===== src/rtl/esc_frame_rx.sv =====
module esc_frame_rx (
  input  logic       clk,
  input  logic       rst_n,
  input  logic [3:0] board_id,
  input  logic       in_valid,
  input  logic [7:0] in_data,
  output logic       in_ready,
  input  logic       crc_clear,
  output logic [7:0] crc_value,
  output logic       reg_we,
  output logic [1:0] reg_addr,
  output logic [7:0] reg_data,
  output logic       mem_we,
  output logic [7:0] mem_data
);
  localparam logic [7:0] ESC   = 8'hA5;
  localparam logic [7:0] OPEN  = 8'h02;
  localparam logic [3:0] BCAST = 4'hF;
  localparam logic [7:0] POLY  = 8'h07;

  typedef enum logic [2:0] {S_OUT, S_CMD, S_REG, S_MEM, S_SKIP} st_t;

  st_t  st;
  logic esc;

  function automatic logic [7:0] crc_step(input logic [7:0] c, input logic [7:0] d);
    logic [7:0] x;
    x = c ^ d;
    for (int i = 0; i < 8; i++) x = x[7] ? ((x << 1) ^ POLY) : (x << 1);
    return x;
  endfunction

  assign in_ready = 1'b1;

  wire is_esc = (in_data == ESC);
  wire ctl    = in_valid && esc && !is_esc;
  wire lit    = in_valid && (esc == is_esc) && (st != S_OUT);
  wire hit    = (in_data[6:3] == board_id) || (in_data[6:3] == BCAST);

  always_ff @(posedge clk) begin
    if (!rst_n) begin
      st        <= S_OUT;
      esc       <= 1'b0;
      crc_value <= '0;
      reg_we    <= 1'b0;
      reg_addr  <= '0;
      reg_data  <= '0;
      mem_we    <= 1'b0;
      mem_data  <= '0;
    end else begin
      reg_we <= 1'b0;
      mem_we <= 1'b0;
      if (in_valid) esc <= esc ? 1'b0 : is_esc;
      if (ctl) st <= (in_data == OPEN) ? S_CMD : S_OUT;
      else if (lit) begin
        case (st)
          S_CMD: begin
            if (!hit || !in_data[7]) st <= S_SKIP;
            else if (in_data[2])     st <= S_MEM;
            else begin
              st       <= S_REG;
              reg_addr <= in_data[1:0];
            end
          end
          S_REG: begin
            reg_we   <= 1'b1;
            reg_data <= in_data;
            st       <= S_SKIP;
          end
          S_MEM: begin
            mem_we   <= 1'b1;
            mem_data <= in_data;
          end
          default: ;
        endcase
      end
      if (lit)            crc_value <= crc_step(crc_clear ? 8'h00 : crc_value, in_data);
      else if (crc_clear) crc_value <= '0;
    end
  end

  p_strobe_excl_r7: assert property (@(posedge clk) disable iff (!rst_n)
    !(reg_we && mem_we));
  p_reg_single_r6: assert property (@(posedge clk) disable iff (!rst_n)
    reg_we |=> !reg_we);
  p_strobe_cause_r3: assert property (@(posedge clk) disable iff (!rst_n)
    (reg_we || mem_we) |-> $past(in_valid));
  p_out_quiet_r1: assert property (@(posedge clk) disable iff (!rst_n)
    (st == S_OUT && in_valid) |=> (!reg_we && !mem_we));
  p_crc_hold_r8: assert property (@(posedge clk) disable iff (!rst_n)
    (!in_valid && !crc_clear) |=> $stable(crc_value));
  p_crc_clear_r9: assert property (@(posedge clk) disable iff (!rst_n)
    (crc_clear && !in_valid) |=> (crc_value == 8'h00));
endmodule


===== config.mk =====
export PLATFORM = sky130hd
export DESIGN_NAME = esc_frame_rx
export DESIGN_NICKNAME = d
export VERILOG_FILES = /design/src/rtl/esc_frame_rx.sv
export SDC_FILE = /design/constraint.sdc
export NUM_CORES = 1
export LEC_CHECK = 0
export BUFFER_PORTS_ARGS = -buffer_cell sky130_fd_sc_hd__buf_4
export CORE_ASPECT_RATIO = 0.5
export CORE_MARGIN = 2
export CORE_UTILIZATION = 55
export CTS_BUF_LIST = sky130_fd_sc_hd__clkbuf_4
export DETAILED_ROUTE_END_ITERATION = 16
export HOLD_SLACK_MARGIN = 0.08
export PLACE_DENSITY = 0.79
export RECOVER_POWER = 50
export SLEW_MARGIN = 20
export SYNTH_ARGS = -nofsm -noshare
export SYNTH_HDL_FRONTEND = slang
export SYNTH_SLANG_ARGS = --single-unit

===== constraint.sdc =====
create_clock -name clk -period 4 [get_ports clk]
set_input_delay 1 -clock clk [delete_from_list [all_inputs] [get_ports clk]]
set_output_delay 1 -clock clk [all_outputs]
set_load 0.005 [all_outputs]

==> impl_metrics.json <==
{
  "drc": 0,
  "grt-busiest-layer": "met2",
  "diodes": 0,
  "rows": 14,
  "crit_buf_inv": 1,
  "cts_resized": 0,
  "drt_iter0_markers": 95,
  "critical_path.top_delay_family": "simple AND/OR/NAND/NOR gates",
  "die_area_mm2": 0.00376,
  "dr.pass1.iters": 4,
  "yosys_warnings": 0,
  "slew_headroom_pct": 34.7,
  "dp_slack_ns": 0.578,
  "syn_nets": 215,
  "fin_nets": 252,
  "clockRootBuffer": "clkbuf_4",
  "vias": 1496,
  "h-tree-depth": 2,
  "grt_max_degree": 32,
  "final-max-slew-violation-count": 0,
  "die_h_um": 44.4,
  "core_mm2": 0.00305,
  "grt_pass1_vias": 1323,
  "track_usage_pct": 23.5,
  "grt_overflow": 0,
  "fin_crit_sh_pct": 81.3,
  "die_w_um": 84.8,
  "dp_hpwl_um": 2950,
  "antenna_found_initial": 0,
  "critPathMaxStageDelay_ns": 0.41,
  "crit_chain": "clkbuf_1 > and4b_1 > and4b_1 > ha_1 > nand2_1 > or2_0 > nor4b_2 > nor4b_4 > mux2i_1 > nor2_1",
  "synth-seq-cells": 32,
  "met1_usage_pct": 31.3,
  "worstSetupPathType": "input port to flop",
  "wl_um": 4070,
  "required_ns": 4.21,
  "syn_area_mm2": 0.00179,
  "worst_pin_slew_ns": 0.978,
  "fin_hold_ws_ns": 0.511,
  "gr-usage-met3_pct": 7.09,
  "hold_class": "flop to flop",
  "met2_usage_pct": 36.4,
  "cp_max_fo": 9,
  "num-fill-cells": 246,
  "syn_avg_cell_area_um2": 9.06,
  "worstSetupStartpointType": "input port",
  "layout.cells.most_common_list": "36 x nor2_1, 32 x dfxtp_1, 31 x clkbuf_4",
  "routed_via_density": 5.42,
  "crit_path_end_kind": "flop",
  "clkTransAtPathRegs_ns": 0.11,
  "rsz0062_at_grt": "false",
  "setup_violations": 0,
  "fin_setup_tns_ns": 0,
  "fin_skew_ns": 0.0107,
  "seqCellArea_um2": 641,
  "max_cap_violations": 0,
  "port_buffers": 43,
  "drive_above_1_share_pct": 22.9,
  "cts_tree": "yes",
  "clockBufferDepth": 2,
  "ys_types": 36,
  "clock-sinks": 32,
  "numCtsBuffers": 5,
  "layout_commonest_cell": "nor2_1",
  "period_needed_ns": 3.25,
  "cts_setup_buffers": 0,
  "wl_per_cell_um": 14.8,
  "syn2layout_area_growth_pct": 20.8,
  "ant_nets": 0,
  "crit_slowest_cell": "or2_0",
  "setup_ws_ns": 0.749,
  "start_util_pct": 58.9,
  "power.density_mw_per_mm2": 303,
  "multiInputGateArea_mm2": 0.00107,
  "grt_pass1_wl_um": 6530,
  "cp.arrival_ns": 3.46,
  "gp_congestion": 0.810,
  "fmax_mhz": 308,
  "path_common_cell": "and4b_1",
  "status": "complete, no violations",
  "synthCells": 198,
  "peakVddDrop_mv": 0.250,
  "ioPinCount": 45,
  "synth-seq-area-share_pct": 35.7,
  "finalHoldViolations": 0,
  "clk_latency_ns": 0.35,
  "ctsHoldBuffers": 0,
  "p_leak_nw": 0.913
}
where the power goes:
part | leakage [nW] | switching (W) | internal (W)
combinational | 0.614 | 0.0000446 | 0.0000407
sequential | 0.258 | 0.000000151 | 0.000319
clock | 0.0412 | 0.000123 | 0.000130
cells by family (layout without fill, tap and decap cells):
logic type | Yosys count | after routing | synth area share [%]
buffers and inverters | 16 | 54 | 4.46
other | 1 | 1 | 0.209
muxes | 22 | 22 | 12.3
and+or+nand+nor | 75 | 75 | 21.8
xor gates and xnor gates | 29 | 29 | 18.1
AOI/OAI and AO/OA | 22 | 22 | 6.83
DFF | 32 | 32 | 35.7
adders and majority gates | 1 | 1 | 0.697
worst min-delay path, delay by kind of cell, from the launching register on:
kind             cells  cell delay, ns
muxes                1            0.07
DFF                  1            0.34
and+or+nand+nor      1            0.07
stage by stage:
step	utilization (%)	cells	total power [W]	cell area, um2
after detailed placement	68.8	268	0.000410	2100
final	71.1	276	0.000657	2170
after CTS	71.5	276	0.000661	2180
after global routing	71.1	276	0.000682	2170
after floorplan	-	198	0.000389	1790
after global placement	68.8	268	0.000408	2100
state kept, by name (all words and copies together) (netlist names):
name	count
crc_value	8
esc	1
mem_data	8
mem_we	1
reg_addr	2
reg_data	8
reg_we	1
st	3
per-layer routing:
metal  share of wire (%)  wire length (um)
met4                 1.5                62
met3                 8.0               325
met1                  47              1900
met5                   0                 0
met2                  44              1790
cell usage after synthesis:
cell / count / area (um2)
nor2_1: 36 / 135
dfxtp_1: 32 / 641
mux2i_1: 22 / 220
xnor2_1: 14 / 123
a21oi_1: 10 / 50.1
nand2_1: 10 / 37.5
xor2_1: 9 / 78.8
nor3_1: 8 / 40.0
o21ai_0: 8 / 40.0
clkbuf_1: 6 / 22.5
nor2b_1: 5 / 31.3
buf_2: 4 / 20.0
xnor3_1: 4 / 90.1
inv_1: 3 / 11.3
and4b_1: 2 / 20.0
buf_4: 2 / 15.0
nor4_1: 2 / 12.5
or3_1: 2 / 12.5
xnor2_2: 2 / 32.5
a221oi_1: 1 / 8.76
a31oi_1: 1 / 6.26
and2_1: 1 / 6.26
and4_1: 1 / 8.76
buf_6: 1 / 11.3
conb_1: 1 / 3.75
ha_1: 1 / 12.5
nand2_2: 1 / 6.26
nand2b_1: 1 / 6.26
nand3_1: 1 / 5.00
nor3_4: 1 / 16.3
nor3b_1: 1 / 7.51
nor4b_2: 1 / 15.0
nor4b_4: 1 / 23.8
o211a_1: 1 / 10.0
o21a_1: 1 / 7.51
or2_2: 1 / 6.26
worst paths after layout:
check	startpoint	to	slack, ns	cells past startpoint
hold reg to reg	mem_data[0]	mem_data[0]	0.51	2
setup / recovery	in_data[5]	reg_addr[0]	0.75	10
setup reg to reg	esc	reg_addr[0]	1.66	8
hold / removal	mem_data[0]	mem_data[0]	0.51	2
area by class of cell:
class / instances / share of cell area, %
Clock buffer: 5 / 1.73
Clock inverter: 3 / 1.96
Inverter: 3 / 0.520
Multi-Input combinational cell: 150 / 49.5
Sequential cell: 32 / 29.6
Tap cell: 40 / 2.31
Timing Repair Buffer: 43 / 14.4
No activity file was read; power rests on OpenSTA's default activity.
